[config.mk]
export PLATFORM = sky130hd
export DESIGN_NAME = lcdc_regbank
export DESIGN_NICKNAME = d
export VERILOG_FILES = /design/src/rtl/lcdc_pkg.sv /design/src/rtl/lcdc_addr_dec.sv /design/src/rtl/lcdc_geom.sv /design/src/rtl/lcdc_mode.sv /design/src/rtl/lcdc_regbank.sv
export SDC_FILE = /design/constraint.sdc
export NUM_CORES = 1
export LEC_CHECK = 0
export BUFFER_PORTS_ARGS = -buffer_cell sky130_fd_sc_hd__buf_2
export CAP_MARGIN = 20
export CELL_PAD_IN_SITES_DETAIL_PLACEMENT = 1
export CELL_PAD_IN_SITES_GLOBAL_PLACEMENT = 2
export CORE_MARGIN = 10
export CORE_UTILIZATION = 39
export CTS_CLUSTER_DIAMETER = 60
export DETAILED_ROUTE_END_ITERATION = 7
export GPL_TIMING_DRIVEN = 0
export HOLD_SLACK_MARGIN = 0.02
export PLACE_DENSITY_LB_ADDON = 0.1
export SYNTH_ARGS = -nofsm -noshare
export SYNTH_HDL_FRONTEND = slang
export SYNTH_SLANG_ARGS = --single-unit
[constraint.sdc]
create_clock -name clk -period 3.17 [get_ports clk]
set_input_delay 0.634 -clock clk [delete_from_list [all_inputs] [get_ports clk]]
set_output_delay 0.634 -clock clk [all_outputs]
set_load 0.01 [all_outputs]
[src/rtl/lcdc_pkg.sv]
package lcdc_pkg;
    localparam int ADDR_W  = 12;
    localparam int DATA_W  = 32;
    localparam int WORD_W  = ADDR_W - 2;
    localparam int DIM_W   = 11;
    localparam int DEPTH_W = 3;
    localparam int BPP_W   = 6;
    localparam logic [WORD_W-1:0] ID_WORD = WORD_W'(10'h3F8);

    // control bit positions
    localparam int CB_EN    = 0;
    localparam int CB_DEPTH = 1;
    localparam int CB_BGR   = 8;
    localparam int CB_BBYTE = 9;
    localparam int CB_BPIX  = 10;
    localparam int CB_PWR   = 11;

    typedef enum logic [3:0] {
        T_TIM0, T_TIM1, T_TIM2, T_TIM3,
        T_UBASE, T_LBASE, T_MASK, T_CTRL,
        T_RAW, T_MIS, T_ICLR, T_UCUR, T_LCUR,
        T_ID, T_NONE
    } tgt_e;

    function automatic logic [7:0] id_byte(input logic [2:0] idx);
        case (idx)
            3'd0:    id_byte = 8'h10;
            3'd1:    id_byte = 8'h11;
            3'd2:    id_byte = 8'h04;
            3'd3:    id_byte = 8'h00;
            3'd4:    id_byte = 8'h0D;
            3'd5:    id_byte = 8'hF0;
            3'd6:    id_byte = 8'h05;
            default: id_byte = 8'hB1;
        endcase
    endfunction
endpackage

[src/rtl/lcdc_addr_dec.sv]
module lcdc_addr_dec
    import lcdc_pkg::*;
(
    input  logic [ADDR_W-1:0] addr,
    input  logic              alt,
    output tgt_e              tgt,
    output logic [2:0]        id_idx
);
    logic [WORD_W-1:0] word;

    assign word   = addr[ADDR_W-1:2];
    assign id_idx = word[2:0];

    always_comb begin
        tgt = T_NONE;
        if (addr[1:0] == 2'b00) begin
            if (word >= ID_WORD) begin
                tgt = T_ID;
            end else begin
                case (word)
                    10'd0:   tgt = T_TIM0;
                    10'd1:   tgt = T_TIM1;
                    10'd2:   tgt = T_TIM2;
                    10'd3:   tgt = T_TIM3;
                    10'd4:   tgt = T_UBASE;
                    10'd5:   tgt = T_LBASE;
                    10'd6:   tgt = alt ? T_CTRL : T_MASK;
                    10'd7:   tgt = alt ? T_MASK : T_CTRL;
                    10'd8:   tgt = T_RAW;
                    10'd9:   tgt = T_MIS;
                    10'd10:  tgt = T_ICLR;
                    10'd11:  tgt = T_UCUR;
                    10'd12:  tgt = T_LCUR;
                    default: tgt = T_NONE;
                endcase
            end
        end
    end
endmodule

[src/rtl/lcdc_geom.sv]
module lcdc_geom
    import lcdc_pkg::*;
(
    input  logic [5:0]       col_field,
    input  logic [9:0]       row_field,
    output logic [DIM_W-1:0] cols,
    output logic [DIM_W-1:0] rows
);
    localparam int COL_SHIFT = 4;

    // ((v & 0xFC) + 4) * 4 == (v[7:2] + 1) * 16
    assign cols = (DIM_W'(col_field) + DIM_W'(1)) << COL_SHIFT;
    assign rows = DIM_W'(row_field) + DIM_W'(1);
endmodule

[src/rtl/lcdc_mode.sv]
module lcdc_mode
    import lcdc_pkg::*;
(
    input  logic               en,
    input  logic               pwr,
    input  logic [DEPTH_W-1:0] depth,
    input  logic               bgr,
    input  logic               bbyte,
    input  logic               bpix,
    output logic               display_on,
    output logic [DEPTH_W-1:0] depth_code,
    output logic [BPP_W-1:0]   bits_per_pixel,
    output logic               bgr_order,
    output logic               byte_big_endian,
    output logic               pixel_big_endian
);
    assign display_on       = en & pwr;
    assign depth_code       = depth;
    assign bgr_order        = bgr;
    assign byte_big_endian  = bbyte;
    assign pixel_big_endian = bpix;

    for (genvar k = 0; k < BPP_W; k++) begin : g_bpp
        assign bits_per_pixel[k] = (depth == DEPTH_W'(k));
    end
endmodule

[src/rtl/lcdc_regbank.sv]
module lcdc_regbank
    import lcdc_pkg::*;
#(
    parameter int IRQ_W = 4
) (
    input  logic               clk,
    input  logic               rst_n,
    input  logic               alt_layout,
    input  logic               bus_sel,
    input  logic               bus_wr,
    input  logic [ADDR_W-1:0]  bus_addr,
    input  logic [DATA_W-1:0]  bus_wdata,
    output logic [DATA_W-1:0]  bus_rdata,
    output logic               bus_err,
    input  logic [IRQ_W-1:0]   irq_src,
    output logic               irq,
    output logic [DIM_W-1:0]   active_cols,
    output logic [DIM_W-1:0]   active_rows,
    output logic               display_on,
    output logic [DEPTH_W-1:0] depth_code,
    output logic [BPP_W-1:0]   bits_per_pixel,
    output logic               bgr_order,
    output logic               byte_big_endian,
    output logic               pixel_big_endian,
    output logic [DATA_W-1:0]  upper_base,
    output logic [DATA_W-1:0]  lower_base
);
    localparam int N_TIM = 4;

    typedef struct packed {
        logic [N_TIM-1:0][DATA_W-1:0] tim;
        logic [DATA_W-1:0]            ubase;
        logic [DATA_W-1:0]            lbase;
        logic [DATA_W-1:0]            ctrl;
        logic [IRQ_W-1:0]             mask;
        logic [IRQ_W-1:0]             raw;
        logic                         irq;
        logic                         err;
    } state_t;

    state_t st_d, st_q;
    tgt_e   tgt;
    logic [2:0]       id_idx;
    logic [IRQ_W-1:0] clr_bits;
    logic [IRQ_W-1:0] raw_now;
    logic [IRQ_W-1:0] mask_now;

    lcdc_addr_dec u_dec (
        .addr   (bus_addr),
        .alt    (alt_layout),
        .tgt    (tgt),
        .id_idx (id_idx)
    );

    // next-state computation
    always_comb begin
        st_d     = st_q;
        clr_bits = '0;
        if (bus_sel && bus_wr) begin
            case (tgt)
                T_TIM0:  st_d.tim[0] = bus_wdata;
                T_TIM1:  st_d.tim[1] = bus_wdata;
                T_TIM2:  st_d.tim[2] = bus_wdata;
                T_TIM3:  st_d.tim[3] = bus_wdata;
                T_UBASE: st_d.ubase  = bus_wdata;
                T_LBASE: st_d.lbase  = bus_wdata;
                T_MASK:  st_d.mask   = bus_wdata[IRQ_W-1:0];
                T_CTRL:  st_d.ctrl   = bus_wdata;
                T_ICLR:  clr_bits    = bus_wdata[IRQ_W-1:0];
                default: ;
            endcase
        end
        // new events win over a simultaneous clear
        st_d.raw = (st_q.raw & ~clr_bits) | irq_src;
        st_d.irq = |(st_q.raw & st_q.mask);
        st_d.err = bus_sel && (tgt == T_NONE);
    end

    always_ff @(posedge clk or negedge rst_n) begin
        if (!rst_n) begin
            st_q <= '0;
        end else begin
            st_q <= st_d;
        end
    end

    // read path
    always_comb begin
        bus_rdata = '0;
        if (bus_sel && !bus_wr) begin
            case (tgt)
                T_TIM0:  bus_rdata = st_q.tim[0];
                T_TIM1:  bus_rdata = st_q.tim[1];
                T_TIM2:  bus_rdata = st_q.tim[2];
                T_TIM3:  bus_rdata = st_q.tim[3];
                T_UBASE: bus_rdata = st_q.ubase;
                T_LBASE: bus_rdata = st_q.lbase;
                T_MASK:  bus_rdata = DATA_W'(st_q.mask);
                T_CTRL:  bus_rdata = st_q.ctrl;
                T_RAW:   bus_rdata = DATA_W'(st_q.raw);
                T_MIS:   bus_rdata = DATA_W'(st_q.raw & st_q.mask);
                T_UCUR:  bus_rdata = st_q.ubase;
                T_LCUR:  bus_rdata = st_q.lbase;
                T_ID:    bus_rdata = DATA_W'(id_byte(id_idx));
                default: bus_rdata = '0;
            endcase
        end
    end

    lcdc_geom u_geom (
        .col_field (st_q.tim[0][7:2]),
        .row_field (st_q.tim[1][9:0]),
        .cols      (active_cols),
        .rows      (active_rows)
    );

    lcdc_mode u_mode (
        .en               (st_q.ctrl[CB_EN]),
        .pwr              (st_q.ctrl[CB_PWR]),
        .depth            (st_q.ctrl[CB_DEPTH +: DEPTH_W]),
        .bgr              (st_q.ctrl[CB_BGR]),
        .bbyte            (st_q.ctrl[CB_BBYTE]),
        .bpix             (st_q.ctrl[CB_BPIX]),
        .display_on       (display_on),
        .depth_code       (depth_code),
        .bits_per_pixel   (bits_per_pixel),
        .bgr_order        (bgr_order),
        .byte_big_endian  (byte_big_endian),
        .pixel_big_endian (pixel_big_endian)
    );

    assign irq        = st_q.irq;
    assign bus_err    = st_q.err;
    assign upper_base = st_q.ubase;
    assign lower_base = st_q.lbase;
    assign raw_now    = st_q.raw;
    assign mask_now   = st_q.mask;
endmodule

# After elaboration in Yosys (flattened, before gate mapping)
# Cells that the tools add are included.
dict set report word_totals {
  input_bits 53
  register_bits 234
}
dict set report classes {
  n_eq_ne 37
  n_mux 10
  n_reduce_logical 20
  bitwise 6
  magnitude_cmp 1
  n_addsub 2
}
# operator count
set op_table {}
lappend op_table {{one-hot mux 32 bit (11 select lines)} 1}
lappend op_table {{one-hot mux 8 bit (7 select lines)} 1}
lappend op_table {{one-hot mux 4 bit (13 select lines)} 1}
lappend op_table {{equality test 10 x 4 -> 1 bit, second input constant} 5}
lappend op_table {{equality test 10 x 3 -> 1 bit, second input constant} 4}
lappend op_table {{2-to-1 mux 32 bit} 1}
lappend op_table {{equality test 4 bit, second input constant} 7}
lappend op_table {{equality test 10 x 2 -> 1 bit, second input constant} 2}
lappend op_table {{equality test 4 x 3 -> 1 bit, second input constant} 4}
lappend op_table {{2-to-1 mux 4 bit} 4}
lappend op_table {{AND reduction 2 bit} 8}
lappend op_table {{equality test 3 bit, second input constant} 5}
lappend op_table {{AND 4 bit} 3}
lappend op_table {{equality test 3 x 2 -> 1 bit, second input constant} 4}
lappend op_table {{adder 10 x 1 -> 11 bit, second input constant} 1}
lappend op_table {{equality test 10 x 1 -> 1 bit, second input constant} 1}
lappend op_table {{>= comparator 10 bit, second input constant} 1}
lappend op_table {{zero test 10 bit} 1}
lappend op_table {{equality test 4 x 2 -> 1 bit, second input constant} 2}
lappend op_table {{adder 6 x 1 -> 7 bit, second input constant} 1}
lappend op_table {{equality test 3 x 1 -> 1 bit, second input constant} 2}
lappend op_table {{zero test 3 bit} 2}
lappend op_table {{equality test 4 x 1 -> 1 bit, second input constant} 1}
lappend op_table {{zero test 4 bit} 1}
lappend op_table {{other kinds (9)} 13}

# Logic depth before layout (Yosys ltp)
dict set report depth {
  ltp_word 10
  ltp_mapped 9
  depth_no_buf 6
}

# Hierarchy
# A second synthesis with hierarchy kept.
dict set report unflattened {
  cells_unflattened 894
  hier_area_um2 11504.8
}
# mod instances seq_area_each_um2 area_each_um2 cells_per_inst
set by_module_without_submodules {}
lappend by_module_without_submodules {lcdc_regbank 1 5855.6 10991.8 824}
lappend by_module_without_submodules {lcdc_geom 1 0.0 272.8 38}
lappend by_module_without_submodules {lcdc_addr_dec 1 0.0 141.4 19}
lappend by_module_without_submodules {lcdc_mode 1 0.0 98.8 13}

# Worst setup path after synthesis
# OpenSTA, ideal clock, no wires.
dict set report synth_path {
  path_type {input port to output port}
  startpoint {input bus_addr[10]}
  endpoint {output bus_rdata[0]}
  path_stages 7
  n_path_buf 1
  slack_ps 155
  t_arrival_ps 2381
  cell_sequence {or4_4 -> nor3_4 -> a21oi_1 -> a211oi_2 -> buf_2 -> a211oi_1 -> a41oi_1}
}
dict set report synth_via {
  elab_chain_len 8
}
# item line
set synth_rtl {}
lappend synth_rtl {{start, declared} lcdc_regbank.sv:11} ;# input logic [ADDR_W-1:0] bus_addr,
lappend synth_rtl {{equality test 10 x 4 -> 1 bit, or another cell as far along} lcdc_addr_dec.sv:20} ;# case (word)
lappend synth_rtl {{one-hot mux 4 bit (13 select lines)} lcdc_addr_dec.sv:20}
lappend synth_rtl {{2-to-1 mux 4 bit (*)} lcdc_addr_dec.sv:17} ;# if (word >= ID_WORD) begin
lappend synth_rtl {{2-to-1 mux 4 bit (*)} lcdc_addr_dec.sv:16} ;# if (addr[1:0] == 2'b00) begin
lappend synth_rtl {{equality test 4 bit or equality test 4 x 3 -> 1 bit (tied branches)} lcdc_regbank.sv:91} ;# case (tgt)
lappend synth_rtl {{OR reduction 2 bit (no line)} --}
lappend synth_rtl {{one-hot mux 32 bit (11 select lines) (*)} lcdc_regbank.sv:91}
lappend synth_rtl {{2-to-1 mux 32 bit (*)} lcdc_regbank.sv:90} ;# if (bus_sel && !bus_wr) begin
lappend synth_rtl {{end, declared} lcdc_regbank.sv:13} ;# output logic [DATA_W-1:0] bus_rdata,
# Every way passes the cells marked *; elsewhere a longest branch is shown, timed or not.

# Worst setup path after layout
dict set report layout_path {
  startpoint {input bus_addr[0]}
  endpoint {output bus_rdata[11]}
}
dict set report layout_via {
  elab_chain_len 6
}
# item line
set layout_rtl {}
lappend layout_rtl {{zero test 2 bit (*)} lcdc_addr_dec.sv:16}
lappend layout_rtl {{2-to-1 mux 4 bit (*)} lcdc_addr_dec.sv:16}
lappend layout_rtl {{equality test 4 bit or equality test 4 x 3 -> 1 bit (tied branches)} lcdc_regbank.sv:91}
lappend layout_rtl {{OR reduction 2 bit (no line)} --}
lappend layout_rtl {{one-hot mux 32 bit (11 select lines) (*)} lcdc_regbank.sv:91}
lappend layout_rtl {{2-to-1 mux 32 bit (*)} lcdc_regbank.sv:90}
# Marked as above.

==> impl_results.md <==
- Primary FF master, synth: dfrtp_1
- Num rows: slightly above 60
- Antenna violations before repair: 1
- # setup viols final: 32
- Actual slew at the worst max-slew pin: about 0.9 ns
- Finished Layout Cells: between 1,500 and 2,000
- Layout Nets: about 1,200
- Clock share of power: 0.492
- Global-route usage over all layers: 0.202
- Drt drc: 0
- Worst Hold Class: in -> reg
- Req. time, crit path: roughly 2.5 ns
- Detail Route Antenna Nets: 0
- H-tree depth: 1
- First-pass GRT wire length: roughly 57 mm
- Initial core utilization: 0.396
- Clk_skew: 0.00617 ns
- Reg area: a little under 6000 sq um
- Flop pwr share: 0.470
- Synth warn: 0
- Final worst setup slack: -0.319 ns
- Hold Crit Depth: 3
- Gate power share: 0.037
- DP HPWL: between 20 and 30 mm
- Worst path arrival time: about 2.9 ns
- R2R setup slack: approximately 2.2 ns
- Endpoints failing hold: 0
- Number of global-route vias before repair: roughly 9,000
- Number of enable flip-flop cells after synthesis: 0
- CORE AREA: about 29,000 sq um
- Worst r2r src: st_q[11]
- IO buf count: 181
- Final wirelength: roughly 38 mm
- Failing checks: negative setup slack
- MaxCap Viol Count: 0
- P_sw: 0.00146 W
- Io pins: approximately 190
- Most common cell after layout, fill and taps aside: dfrtp_1
- Largest buffer count on any clock path: 3
- Net Sw Frac: 0.229
- DR pass1 iterations: 5
- Grt ovf: 0
- Fmax: around 290 MHz
- Layout fillers: around 3,000
- Full die area: around 36,000 sq um
- Share of layout cells above drive strength 1: 0.466
- Unique masters post-synth: 62
- Crit path cell chain: buf_2, nor4_4, buf_4, nand3_2, a211oi_4, clkbuf_4, a22oi_1, a31oi_4, buf_6
- Worst setup EP type: primary output
- FFs w/ async S/R, synth: 1.00
- CTS tree: built
- Pins Over Slew Limit: 0
- Hold path endpoint: raw_now[0]
- Routed wire length per instance: roughly 25 um
- P_int: approximately 0.005 W
- Worst Reg-to-Reg Cells: 1
- Routed vias/inst: around 5.5
- CTS root buf: clkbuf_16
- Die width: roughly 190 um
- Num CTS Buffers: 27
- Placed Cells: ~1,500
- Vias after detailed routing: 8,441
- Syn_area_per_cell: 12.8 sq um
- Antenna Cells: 0
- Final GP Congestion: slightly above 0.8
- CP Class: in -> out
- Largest net degree at the start of global routing: 117
- Cells after synthesis: 885
- Max_slew headroom: 0.401
- Outcome: complete, but fails checks
- Clock network latency to the later pin of the worst-skew pair: roughly 0.55 ns
- Sequential-to-total area share from yosys stat: 0.515
- Crit path time final: ~3.5 ns
- Peak supply drop: between 0.3 and 0.4 mV
- Pwr Density: 439 nW/um^2
- Critical Path Max Stage Delay: roughly 0.45 ns
- Slowest-stage cell, CP: a211oi_4
- Clock transition at path regs: around 0.060 ns
- #FFs+latches synth: 234
- RSZ-0062 raised after global routing: yes
- Die H: 191 um
- Commonest non-fill, non-tap cells in the layout: dfrtp_1 (234), buf_2 (184), mux2_1 (126)
- RR Endpoint: st_q[11]
- Max FO, Critical Path: 10
- Clock sinks: 234
- Post-Syn Area: roughly 11,000 sq um
- Final worst-path cycle share: 1.10
- HP Start: irq_src[0]
- Area of the multi-input gates: 5160 sq um
- Total power: between 0.006 and 0.007 W
- P&R area growth vs syn: 27.6%
- Initial drt markers: about 700
- Leak: approximately 7.3 nW
- Startpoint types: input port
==> logic make-up after synthesis <==
family                   share of synthesized area
flip-flops                                   0.515
multiplexers                                 0.228
AO/OA/AOI/OAI                                0.113
buffers and inverters                       0.0703
AND/OR/NAND/NOR                             0.0621
XOR/XNOR                                   0.00924
adder cells (fa/ha/maj)                    0.00220
other                                     0.000330
==> final cells by class <==
| cell class | instances | area share |
|---|---|---|
| clock buffer | 38 | 0.0556 |
| multi-input combinational | 526 | 0.356 |
| inverter | 7 | 0.00181 |
| clock inverter | 11 | 0.00681 |
| sequential | 234 | 0.404 |
| buffer | 119 | 0.0598 |
| timing repair buffer | 202 | 0.0835 |
| tap | 384 | 0.0331 |
==> what timing repair did <==
| action | in CTS | in global routing |
|---|---|---|
| resized for setup | 89 | 47 |
| setup endpoints to repair | 32 | 32 |
| setup buffers | 16 | 3 |
| pin swaps | 12 | 12 |
| gates cloned | 0 | 0 |
| endpoints found under the hold margin | 41 | 0 |
| hold buffers | 1 | 0 |
==> cell usage after synthesis (3+ instances only) <==
master	number	area (sq um)
dfrtp_1	234	5860
mux2_1	126	1420
mux2_2	102	1150
buf_4	71	533
a22oi_1	53	398
a31oi_1	34	213
a222oi_1	30	300
buf_2	24	120
nand2_1	20	75.1
clkbuf_1	18	67.6
nor2_1	16	60.1
nand3_1	15	75.1
a21oi_1	12	60.1
xnor2_1	8	70.1
inv_1	7	26.3
and2_1	6	37.5
and3_1	6	37.5
nor3_1	6	30.0
nor4_1	6	37.5
buf_1	5	18.8
a2111oi_0	4	35.0
a21o_1	4	30.0
a221oi_1	4	35.0
nand2b_1	4	25.0
o21ai_1	4	20.0
xor2_1	4	35.0
a211oi_2	3	37.5
buf_6	3	33.8
nor3b_1	3	22.5
o21ai_0	3	15.0
==> worst max-delay path: cells and delay by family <==
kind / cells / cell delay [ns]
buffers and inverters: 4 / 0.83
AO/OA/AOI/OAI: 3 / 0.89
AND/OR/NAND/NOR: 2 / 0.48
==> power groups by stage <==
| stage | combinational, W | sequential [W] | clock, W |
|---|---|---|---|
| after floorplan | 0.0000570 | 0.00305 | 0 |
| after global routing | 0.000267 | 0.00299 | 0.00333 |
| after detailed placement | 0.000229 | 0.00305 | 0 |
| after global placement | 0.000219 | 0.00305 | 0 |
| after CTS | 0.000239 | 0.00300 | 0.00319 |
| final | 0.000239 | 0.00300 | 0.00314 |
==> how the worst max path moves through the flow <==
stage                 start              to  slack, ns  depth (start not counted)
4_1_cts         bus_addr[9]    bus_rdata[0]      -0.38                         11
2_1_floorplan  bus_addr[10]    bus_rdata[0]       0.16                          7
5_1_grt         bus_addr[7]    bus_rdata[1]      -0.47                          8
3_3_place_gp          rst_n  lower_base[30]      -2.93                          1
6_report        bus_addr[0]   bus_rdata[11]      -0.32                          9
3_5_place_dp   bus_addr[10]   bus_rdata[11]      -1.13                         10
==> routing by layer <==
layer / track usage / up-vias / wire, um
met1: 0.272 / 4374 / 17000
met2: 0.335 / 257 / 18200
met4: 0.0379 / 2 / 668
met3: 0.0362 / 55 / 2000
li1: - / 3753 / -
met5: 0 / - / 8
==> through the flow <==
step / TNS, ns / utilization / instance area [sq um] / hold slack, ns / setup slack, ns
2_1_floorplan: 0 / - / 11400 / 0.338 / 0.155
3_3_place_gp: -731.32 / 0.445 / 12800 / 0.470 / -2.93
3_5_place_dp: -45.94 / 0.448 / 12800 / 0.482 / -1.13
4_1_cts: -11.37 / 0.498 / 14300 / 0.329 / -0.377
5_1_grt: -11.32 / 0.506 / 14500 / 0.338 / -0.467
6_report: -7.93 / 0.506 / 14500 / 0.344 / -0.319
==> flip-flops by register name, indices dropped and copies added, names as in the netlist <==
| register | cells |
|---|---|
| upper_base | 32 |
| bus_err | 1 |
| lower_base | 32 |
| st_q | 160 |
| irq | 1 |
| mask_now | 4 |
| raw_now | 4 |
No activity file was read; power rests on OpenSTA's default activity.
